**config.mk**
```make
export PLATFORM = sky130hd
export DESIGN_NAME = mains_adpll
export DESIGN_NICKNAME = d
export VERILOG_FILES = /design/src/rtl/mains_adpll_pkg.sv /design/src/rtl/mains_adpll_dp.sv /design/src/rtl/mains_adpll_ctrl.sv /design/src/rtl/mains_adpll.sv
export SDC_FILE = /design/constraint.sdc
export NUM_CORES = 1
export LEC_CHECK = 0
export BUFFER_PORTS_ARGS = -buffer_cell sky130_fd_sc_hd__buf_2
export CAP_MARGIN = 30
export CORE_MARGIN = 4
export CORE_UTILIZATION = 35
export CTS_CLUSTER_SIZE = 40
export DETAILED_ROUTE_END_ITERATION = 16
export GPL_TIMING_DRIVEN = 0
export MAX_ROUTING_LAYER = met4
export RECOVER_POWER = 100
export SLEW_MARGIN = 5
export SYNTH_ARGS = -nofsm -noshare
export SYNTH_HDL_FRONTEND = slang
export SYNTH_SLANG_ARGS = --single-unit
```
**constraint.sdc**
```tcl
create_clock -name clk -period 2.78 [get_ports clk]
set_clock_uncertainty 0.05 [all_clocks]
set_input_delay 0.139 -clock clk [delete_from_list [all_inputs] [get_ports clk]]
set_output_delay 0.139 -clock clk [all_outputs]
set_load 0.1 [all_outputs]
```
**src/rtl/mains_adpll_pkg.sv**
```systemverilog
package mains_adpll_pkg;

  // Period retune strobes passed from control to datapath.
  typedef struct packed {
    logic incMod;
    logic decMod;
  } modStepT;

endpackage

```
**src/rtl/mains_adpll_dp.sv**
```systemverilog
module mains_adpll_dp
  import mains_adpll_pkg::*;
#(
  parameter int MOD_NOM = 15000,
  parameter int MOD_MIN = 14850,
  parameter int MOD_MAX = 15150,
  parameter int FB_DIV  = 40
) (
  input  logic    clk,
  input  logic    rst,
  input  modStepT step,
  output logic    tickQ,
  output logic    fbRiseQ,
  output logic    fbLevel,
  output logic    atBound
);

  localparam int MOD_W = $clog2(MOD_MAX + 1);
  localparam int DIV_W = (FB_DIV > 2) ? $clog2(FB_DIV) : 1;
  localparam int HALF  = FB_DIV / 2;

  logic [MOD_W-1:0] modReg;
  logic [MOD_W-1:0] dcoCnt;
  logic [DIV_W-1:0] divCnt;
  logic             dcoWrap;
  logic             divWrap;

  // Modulus register with clamping at both ends.
  always_ff @(posedge clk) begin
    if (rst) begin
      modReg <= MOD_W'(MOD_NOM);
    end else if (step.incMod && !step.decMod) begin
      if (modReg < MOD_W'(MOD_MAX)) modReg <= modReg + MOD_W'(1);
    end else if (step.decMod && !step.incMod) begin
      if (modReg > MOD_W'(MOD_MIN)) modReg <= modReg - MOD_W'(1);
    end
  end

  assign atBound = (modReg == MOD_W'(MOD_MIN)) || (modReg == MOD_W'(MOD_MAX));

  // Oscillator: a modulus counter that wraps once every modReg cycles.
  assign dcoWrap = (dcoCnt >= modReg - MOD_W'(1));

  always_ff @(posedge clk) begin
    if (rst) begin
      dcoCnt <= '0;
      tickQ  <= 1'b0;
    end else begin
      dcoCnt <= dcoWrap ? '0 : dcoCnt + MOD_W'(1);
      tickQ  <= dcoWrap;
    end
  end

  // Feedback divider, advanced once per tick.
  assign divWrap = (divCnt == DIV_W'(FB_DIV - 1));

  always_ff @(posedge clk) begin
    if (rst) begin
      divCnt  <= '0;
      fbRiseQ <= 1'b0;
    end else begin
      fbRiseQ <= dcoWrap && divWrap;
      if (dcoWrap) divCnt <= divWrap ? '0 : divCnt + DIV_W'(1);
    end
  end

  assign fbLevel = (divCnt < DIV_W'(HALF));

  AST_MOD_RANGE: assert property (@(posedge clk) disable iff (rst)
    (modReg >= MOD_W'(MOD_MIN)) && (modReg <= MOD_W'(MOD_MAX)));
  AST_MOD_STEP: assert property (@(posedge clk) disable iff (rst)
    ((modReg - $past(modReg)) <= MOD_W'(1)) || (($past(modReg) - modReg) <= MOD_W'(1)));
  AST_TICK_ISOLATED: assert property (@(posedge clk) disable iff (rst)
    tickQ |=> !tickQ);
  AST_FB_ON_TICK: assert property (@(posedge clk) disable iff (rst)
    fbRiseQ |-> (tickQ && fbLevel));
  AST_FB_NEEDS_TICK: assert property (@(posedge clk) disable iff (rst)
    !$stable(divCnt) |-> tickQ);

endmodule

```
**src/rtl/mains_adpll_ctrl.sv**
```systemverilog
module mains_adpll_ctrl
  import mains_adpll_pkg::*;
#(
  parameter int K_MODULUS    = 300000,
  parameter int LOCK_PERIODS = 8,
  parameter int SYNC_STAGES  = 2
) (
  input  logic    clk,
  input  logic    rst,
  input  logic    refIn,
  input  logic    fbRise,
  input  logic    atBound,
  output modStepT step,
  output logic    lockQ
);

  localparam int K_W    = $clog2(K_MODULUS);
  localparam int K_MID  = K_MODULUS / 2;
  localparam int LOCK_W = $clog2(LOCK_PERIODS + 1);
  localparam int NET_W  = 4;
  localparam int NET_LIM = (1 << (NET_W - 1)) - 1;

  logic [SYNC_STAGES-1:0] syncChain;
  logic                   refDly;
  logic                   refEdge;
  logic                   pdQ;
  logic [K_W-1:0]         kCnt;
  logic                   carry;
  logic                   borrow;
  logic signed [NET_W-1:0] netSteps;
  logic signed [NET_W-1:0] netNext;
  logic [LOCK_W-1:0]      lockCnt;
  logic [LOCK_W-1:0]      lockCntNext;

  // Reference synchronizer, one flop per stage.
  generate
    for (genvar s = 0; s < SYNC_STAGES; s++) begin : gSync
      if (s == 0) begin : gFirst
        always_ff @(posedge clk) begin
          if (rst) syncChain[0] <= 1'b0;
          else     syncChain[0] <= refIn;
        end
      end else begin : gNext
        always_ff @(posedge clk) begin
          if (rst) syncChain[s] <= 1'b0;
          else     syncChain[s] <= syncChain[s-1];
        end
      end
    end
  endgenerate

  always_ff @(posedge clk) begin
    if (rst) refDly <= 1'b0;
    else     refDly <= syncChain[SYNC_STAGES-1];
  end

  assign refEdge = syncChain[SYNC_STAGES-1] && !refDly;

  // JK phase detector: feedback sets, reference clears, both toggle.
  always_ff @(posedge clk) begin
    if (rst) begin
      pdQ <= 1'b0;
    end else begin
      unique case ({fbRise, refEdge})
        2'b10:   pdQ <= 1'b1;
        2'b01:   pdQ <= 1'b0;
        2'b11:   pdQ <= !pdQ;
        default: pdQ <= pdQ;
      endcase
    end
  end

  // Integrating up/down counter with overflow and underflow strobes.
  assign carry  = pdQ && (kCnt == K_W'(K_MODULUS - 1));
  assign borrow = !pdQ && (kCnt == '0);

  always_ff @(posedge clk) begin
    if (rst) begin
      kCnt <= K_W'(K_MID);
    end else if (carry || borrow) begin
      kCnt <= K_W'(K_MID);
    end else if (pdQ) begin
      kCnt <= kCnt + K_W'(1);
    end else begin
      kCnt <= kCnt - K_W'(1);
    end
  end

  assign step.incMod = carry;
  assign step.decMod = borrow;

  // Net step tally over one reference period, saturating.
  always_comb begin
    netNext = netSteps;
    if (carry && netSteps < NET_W'(NET_LIM))   netNext = netSteps + NET_W'(1);
    if (borrow && netSteps > -NET_W'(NET_LIM)) netNext = netSteps - NET_W'(1);
  end

  always_comb begin
    lockCntNext = lockCnt;
    if (refEdge) begin
      if ((netSteps == '0) && !atBound) begin
        if (lockCnt < LOCK_W'(LOCK_PERIODS)) lockCntNext = lockCnt + LOCK_W'(1);
      end else begin
        lockCntNext = '0;
      end
    end
  end

  always_ff @(posedge clk) begin
    if (rst) begin
      netSteps <= '0;
      lockCnt  <= '0;
      lockQ    <= 1'b0;
    end else begin
      netSteps <= refEdge ? (netNext - netSteps) : netNext;
      lockCnt  <= lockCntNext;
      lockQ    <= (lockCntNext >= LOCK_W'(LOCK_PERIODS));
    end
  end

  AST_KCNT_RANGE: assert property (@(posedge clk) disable iff (rst)
    kCnt <= K_W'(K_MODULUS - 1));
  AST_STEP_EXCL: assert property (@(posedge clk) disable iff (rst)
    !(step.incMod && step.decMod));
  AST_STEP_RELOAD: assert property (@(posedge clk) disable iff (rst)
    (carry || borrow) |=> (kCnt == K_W'(K_MID)));
  AST_PD_SET: assert property (@(posedge clk) disable iff (rst)
    (fbRise && !refEdge) |=> pdQ);
  AST_PD_CLEAR: assert property (@(posedge clk) disable iff (rst)
    (refEdge && !fbRise) |=> !pdQ);
  AST_LOCK_AT_BOUND: assert property (@(posedge clk) disable iff (rst)
    (refEdge && atBound) |=> !lockQ);
  AST_LOCK_NET: assert property (@(posedge clk) disable iff (rst)
    (refEdge && (netSteps != '0)) |=> !lockQ);
  AST_LOCK_HOLD: assert property (@(posedge clk) disable iff (rst)
    !refEdge |=> $stable(lockQ));

endmodule

```
**src/rtl/mains_adpll.sv**
```systemverilog
module mains_adpll
  import mains_adpll_pkg::*;
#(
  parameter int MOD_NOM      = 15000,
  parameter int MOD_MIN      = 14850,
  parameter int MOD_MAX      = 15150,
  parameter int FB_DIV       = 40,
  parameter int K_MODULUS    = 300000,
  parameter int LOCK_PERIODS = 8,
  parameter int SYNC_STAGES  = 2
) (
  input  logic clk,
  input  logic rst,
  input  logic refIn,
  output logic tickOut,
  output logic fbOut,
  output logic lockOut
);

  modStepT stepBus;
  logic    fbRise;
  logic    atBound;

  mains_adpll_ctrl #(
    .K_MODULUS   (K_MODULUS),
    .LOCK_PERIODS(LOCK_PERIODS),
    .SYNC_STAGES (SYNC_STAGES)
  ) uCtrl (
    .clk    (clk),
    .rst    (rst),
    .refIn  (refIn),
    .fbRise (fbRise),
    .atBound(atBound),
    .step   (stepBus),
    .lockQ  (lockOut)
  );

  mains_adpll_dp #(
    .MOD_NOM(MOD_NOM),
    .MOD_MIN(MOD_MIN),
    .MOD_MAX(MOD_MAX),
    .FB_DIV (FB_DIV)
  ) uDp (
    .clk    (clk),
    .rst    (rst),
    .step   (stepBus),
    .tickQ  (tickOut),
    .fbRiseQ(fbRise),
    .fbLevel(fbOut),
    .atBound(atBound)
  );

  AST_RST_OUTS: assert property (@(posedge clk)
    $past(rst) |-> (!tickOut && !lockOut && fbOut));

endmodule

```
Yosys cells after proc, flatten, opt, wreduce, memory -nomap -nowiden
Cells that the tools add are included.
Widths: inputs -> output; s select.

word-level totals
  register bits = 68
  input port bits = 3
  output and inout bits = 3
  logic and storage cells = 76

cells by class
  $add $sub $neg = 10
  magnitude comparators = 8
  eq/ne operators = 8
  mux-type cells = 13
  reduce and logical (&&, ||, !) cells = 24

operator list
  cell                   count
  $mux 14                4
  $add 14x1->14 const B  2
  $eq 14x14->1 const B   2
  $mux 4                 6
  $add 19x1->19 const B  1
  $eq 19x19->1 const B   1
  $logic_not 19->1       1
  $mux 19                1
  $sub 19x1->19 const B  1
  $ge 14x14->1           1
  $gt 14x14->1 const B   1
  $lt 14x14->1 const B   1
  $sub 14x1->14 const B  1
  $logic_and 1x1->1      9
  $lt 4x4->1 const B     2
  $add 6x1->6 const B    1
  $eq 6x6->1 const B     1
  $lt 6x5->1 const B     1
  $mux 6                 1
  $logic_not 1->1        5
  $add 4x1->4 const B    1
  $add 4x2->4 const B    1
  $eq 2x2->1 const B     2
  $ge 4x4->1 const B     1
  12 further kinds       15

Longest topological paths before layout
  depth in word-level cells = 7
  gate-level depth with buffers = 15
  mapped depth without buffers = 14

By module
From an unflattened synthesis, not the netlist that was laid out.

second synthesis, totals
  cells, all modules = 582
  area total of the unflattened synthesis = 4893.4 um^2

by module, submodules not included
  module            times used  cells an instance  area an instance (um^2)  seq. area each (um^2)
  mains_adpll_dp    1           334                2712.6                   720.7
  mains_adpll_ctrl  1           248                2180.8                   620.6

Least setup slack after synthesis
No wires, ideal clock.

  path type = reg2reg
  from = register uDp.modReg[2]
  to = register uDp.divCnt[5]
  library setup time = 0.140 ns
  data arrival time = 2.864 ns
  data required time = 2.590 ns
  path slack = -0.274 ns
  cell stages (with the launch flop) = 14
  path buffers = 2
  period minus slack after synthesis = 3.054 ns
  cell sequence = dfxtp_1 -> buf_2 -> nor4_4 -> nand2_2 -> nor3_1 -> xnor2_1 -> ha_1 -> and4_1 -> a21o_1 -> o2bb2ai_1 -> a211o_1 -> clkbuf_1 -> a41oi_1 -> a311oi_1

on the way
  longest elaborated chain between the ends = 2

RTL lines
  element                 RTL line              source
  from (decl)             mains_adpll_dp.sv:22  logic [MOD_W-1:0] modReg;
  from (signal assigned)  mains_adpll_dp.sv:31  modReg <= MOD_W'(MOD_NOM);
  from (signal assigned)  mains_adpll_dp.sv:33  if (modReg < MOD_W'(MOD_MAX)) modReg <= modReg + MOD_W'(1);
  from (signal assigned)  mains_adpll_dp.sv:35  if (modReg > MOD_W'(MOD_MIN)) modReg <= modReg - MOD_W'(1);
  $sub 14x1->14           mains_adpll_dp.sv:42  assign dcoWrap = (dcoCnt >= modReg - MOD_W'(1));
  $ge 14x14->1            mains_adpll_dp.sv:42
  to (signal assigned)    mains_adpll_dp.sv:63  if (dcoWrap) divCnt <= divWrap ? '0 : divCnt + DIV_W'(1);
  to (decl)               mains_adpll_dp.sv:24  logic [DIV_W-1:0] divCnt;

Every way passes these cells.
A chain may end at the register's enable or synchronous reset.

Worst setup path in the final report
  from = register uCtrl.pdQ
  to = register uCtrl.kCnt[18]

on the way
  longest elaborated chain between the ends = 4
  elaborated cells between the ends (all ways) = 6
  classes of those cells = 1 x mux; 5 x reduce/logical

RTL lines
  element                    RTL line                source
  from (decl)                mains_adpll_ctrl.sv:26  logic pdQ;
  from (signal assigned)     mains_adpll_ctrl.sv:67  2'b11: pdQ <= !pdQ;
  from (signal assigned)     mains_adpll_ctrl.sv:68  default: pdQ <= pdQ;
  $logic_not 1->1            mains_adpll_ctrl.sv:75  assign borrow = !pdQ && (kCnt == '0);
  $logic_and 1x1->1          mains_adpll_ctrl.sv:75
  $logic_or 1x1->1           mains_adpll_ctrl.sv:80  end else if (carry || borrow) begin
  $reduce_or 2->1 (no line)  -
  to (signal assigned)       mains_adpll_ctrl.sv:79  kCnt <= K_W'(K_MID);
  to (signal assigned)       mains_adpll_ctrl.sv:81  kCnt <= K_W'(K_MID);
  to (signal assigned)       mains_adpll_ctrl.sv:83  kCnt <= kCnt + K_W'(1);
  to (decl)                  mains_adpll_ctrl.sv:27  logic [K_W-1:0] kCnt;

Parallel ways exist; a longest one is shown, timed or not.

==> flow_summary_export.csv <==
group,metric,value,unit
cts,clk_path_buf_depth,2,
hold_path,hold_depth,3,
logic_synthesis,ys_seq_elements,67,
hold_path,min_from,"rst",
cts,htree_levels,3,
logic_synthesis,synthCells,562,
power_and_ir_drop,pwr_density_cell,570,nW/um2
place,placed_cells,742,
logic_synthesis,synth-main-ff-cell,"dfxtp_1",
route,vias,4470,
global_routing,grt_pass1_vias,4234,
status,violations,"setup timing",
layout,final-seq-area,1360,um2
hold_path,worstHoldEndpoint,"uCtrl.netSteps[0]",
sta,hold_viol,0,
critical_path,r2r_end,"uCtrl.kCnt[18]",
place,port_buffers,4,
power_and_ir_drop,vdd_drop_max,0.490,mV
floorplan,dieArea,15300,um2
floorplan,die_y,124,um
logic_synthesis,synth_area_per_cell,8.34,um2
layout,multi_input_area,3600,um2
cts,clk_pin_slew_worst_paths,60,ps
layout,layout.cells.non_filler,801,
critical_path,rr_startpoint,"uCtrl.pdQ",
route,routed_wl,12.6,mm
logic_synthesis,async_reset_ff_share,0,%
global_routing,antenna_found_initial,0,
logic_synthesis,synthesis.area,4690,um2
global_routing,grt_first_pass_wirelength,20.4,mm
cts,clock_sinks,67,
layout,diodes,0,
floorplan,initial_utilization,35.5,%
layout,area_growth_syn_to_layout,29.6,%
cts,clk_root_buffer_cell,"clkbuf_16",
critical_path,worstRegToRegCells,8,
logic_synthesis,ys_seq_area_share,28.6,%
global_routing,grt_max_degree,14,
critical_path,crit_type,"flop to flop",
route,wl_per_cell,15.8,um
logic_synthesis,synth.distinct_cells,72,
cts,cts_tree,"done",
route,vias_per_cell,5.58,
sta,fin_crit_sh,104,%
floorplan,rows,42,
sta,fmax,344,MHz
critical_path,cp_data_required_time,2990,ps
global_routing,grt_usage,17.3,%
floorplan,ios,6,
status,outcome,"finished with violations",
hold_path,min_path_type,"input pin to flop",
critical_path,critical_path_arrival,3110,ps
critical_path,critPathLaunchType,"flop",
route,dr.pass1.iters,6,
cts,insertion_delay,340,ps
logic_synthesis,yosys_warnings,0,
critical_path,end_kind,"flop",
cts,cts_inserted_buffers,9,
sta,slew_violations,0,
critical_path,r2r_slack,-120,ps
sta,min_period,2900,ps
place,dp_hpwl,8.55,mm
floorplan,die_w,124,um
route,drc,0,
place,dpl_worst_slack,-444,ps
sta,layout_setup_ws,-123,ps
sta,relSlewSlack,19.7,%
power_and_ir_drop,leakage,2.41,nW
power_and_ir_drop,finalPower,0.00347,W
critical_path,critPathMaxFanout,5,
place,place_congestion,0.897,
layout,fillers,1259,
logic_synthesis,synth_edf_count,0,
sta,tightest_slew,1210,ps
logic_synthesis,syn-num-nets,611,
route,postRouteAntennaNets,0,
floorplan,core,13200,um2
layout,layout-drive-gt1-share,25.6,%
global_routing,overflow,0,
layout,fin_nets,669,
route,drtIter0Drc,330,
flow_run,drv_cap,0,
sta,rsz0062_at_grt,"yes",
sta,final-setup-viol-count,25,
worst max-delay path by stage:
| stage | from | to | slack, ps | cells past startpoint |
|---|---|---|---|---|
| CTS | uDp.modReg[2] | uDp.divCnt[5] | -180 | 14 |
| global route | uCtrl.kCnt[18] | uCtrl.netSteps[3] | -280 | 13 |
| detailed placement | uDp.modReg[0] | uDp.divCnt[5] | -440 | 12 |
| finish | uCtrl.pdQ | uCtrl.kCnt[18] | -120 | 8 |
| floorplan | uCtrl.pdQ | uCtrl.kCnt[18] | -80 | 8 |
| global placement | uCtrl.pdQ | uCtrl.kCnt[18] | -450 | 8 |
power by group:
part / switching, W / total [W] / internal (W)
logic: 0.000604 / 0.00112 / 0.000514
clock network: 0.000436 / 0.00118 / 0.000744
registers: 0.0000927 / 0.00117 / 0.00107
total: 0.00113 / 0.00347 / 0.00233
worst max-delay path: stages, from the launching register on:
cell and delay [ps]:
dfxtp_4 400, clkinvlp_4 170, fa_2 420, a21o_1 200, a311o_1 430, a2111oi_4 370, nor3_2 90, or4_1 550
a21oi_2 140
routing by layer:
metal | vias up | global-route usage (%) | part of all wire [%]
li1 | 2188 | - | -
met1 | 2139 | 21.7 | 44
met2 | 122 | 27.6 | 50
met3 | 21 | 3.04 | 4.8
met4 | 0 | 6.92 | 1.7
met5 | - | - | 0
cell usage in the layout, fill, tap and decap left out, drive strengths merged, types with 3 or more instances in the layout:
master	Yosys	routed
o32ai	3	3
nor2b	8	8
xnor2	22	22
nand3b	3	3
clkinvlp	0	4
inv	17	16
nand4	12	12
a311oi	4	4
dfxtp	67	67
a41oi	3	3
mux2i	6	6
and4	4	4
a21oi	28	28
and3	18	18
ha	44	44
nand2b	4	4
o211ai	3	3
xor2	18	18
a31o	3	3
o21a	5	5
a311o	4	4
a21o	15	15
nor3	14	14
nor4	5	5
a22oi	3	3
a211oi	3	3
nor2	62	62
clkbuf	9	22
o21ai	25	25
or3	6	6
and2	9	9
or2	4	4
nand3	27	27
buf	11	55
nand2	48	48
or4	5	5
o31ai	5	5
a31oi	11	11
state kept, by name, indices dropped and copies added (netlist names), named ones only:
name and count:
uDp.divCnt 6, uDp.dcoCnt 14, uDp.fbRiseQ 1, uCtrl.syncChain 2
uCtrl.pdQ 1, uDp.tickQ 1, uCtrl.kCnt 19, uCtrl.netSteps 4
uCtrl.refDly 1, uDp.modReg 14
layout make-up:
class / count / area share [%]
Tap cell: 176 / 3.62
Buffer: 16 / 1.89
Timing Repair Buffer: 51 / 6.61
Clock inverter: 5 / 1.01
Multi-Input combinational cell: 458 / 59.2
Sequential cell: 67 / 22.4
Inverter: 17 / 1.11
Clock buffer: 11 / 4.16
repair_timing:
action	4_1_cts	5_1_grt
setup endpoints to repair	30	30
pin swaps	19	46
hold buffers	1	0
gates cloned	2	0
setup buffers	28	17
endpoints found under the hold margin	1	0
resized for setup	34	56
kinds of logic after synthesis:
| family | Yosys count | synth area share (%) |
|---|---|---|
| buf+inv | 37 | 3.55 |
| compound gates | 132 | 20.3 |
| simple gates | 233 | 25.9 |
| xor+xnor | 40 | 7.47 |
| mux | 7 | 1.52 |
| flops | 67 | 28.6 |
| fa+ha+maj | 46 | 12.6 |
synth_stat cells, drive strengths merged, types with 4 or more instances:
| cell | n | area share, % |
|---|---|---|
| nand4 | 12 | 1.6 |
| a31oi | 11 | 1.5 |
| or2 | 4 | 0.53 |
| a21o | 15 | 2.4 |
| mux2i | 6 | 1.3 |
| o31ai | 5 | 0.80 |
| xnor2 | 22 | 4.1 |
| nand3 | 27 | 2.9 |
| inv | 17 | 1.4 |
| ha | 44 | 12 |
| xor2 | 18 | 3.4 |
| or3 | 6 | 0.85 |
| nand2b | 4 | 0.53 |
| nor2b | 8 | 1.1 |
| a311oi | 4 | 0.75 |
| dfxtp | 67 | 29 |
| and2 | 9 | 1.3 |
| a311o | 4 | 0.85 |
| nand2 | 48 | 3.9 |
| and4 | 4 | 0.75 |
| o21a | 5 | 0.80 |
| or4 | 5 | 0.96 |
| o21ai | 25 | 2.9 |
| nor3 | 14 | 1.5 |
| buf | 11 | 1.5 |
| clkbuf | 9 | 0.72 |
| and3 | 18 | 2.4 |
| nor2 | 62 | 5.0 |
| nor4 | 5 | 1.4 |
| a21oi | 28 | 3.1 |
metrics by stage:
stage               hold slack (ps)  cell area (um2)  TNS [ps]  util [%]
global route                    157             6080     -5760      46.1
detailed placement              325             5050     -8580      38.3
CTS                             147             5750     -3090      43.6
floorplan                       217             4810      -146         -
finish                          131             6080     -2190      46.1
global placement                303             5050     -7750      38.3
Note: power is estimated with default switching activity, not from simulation.
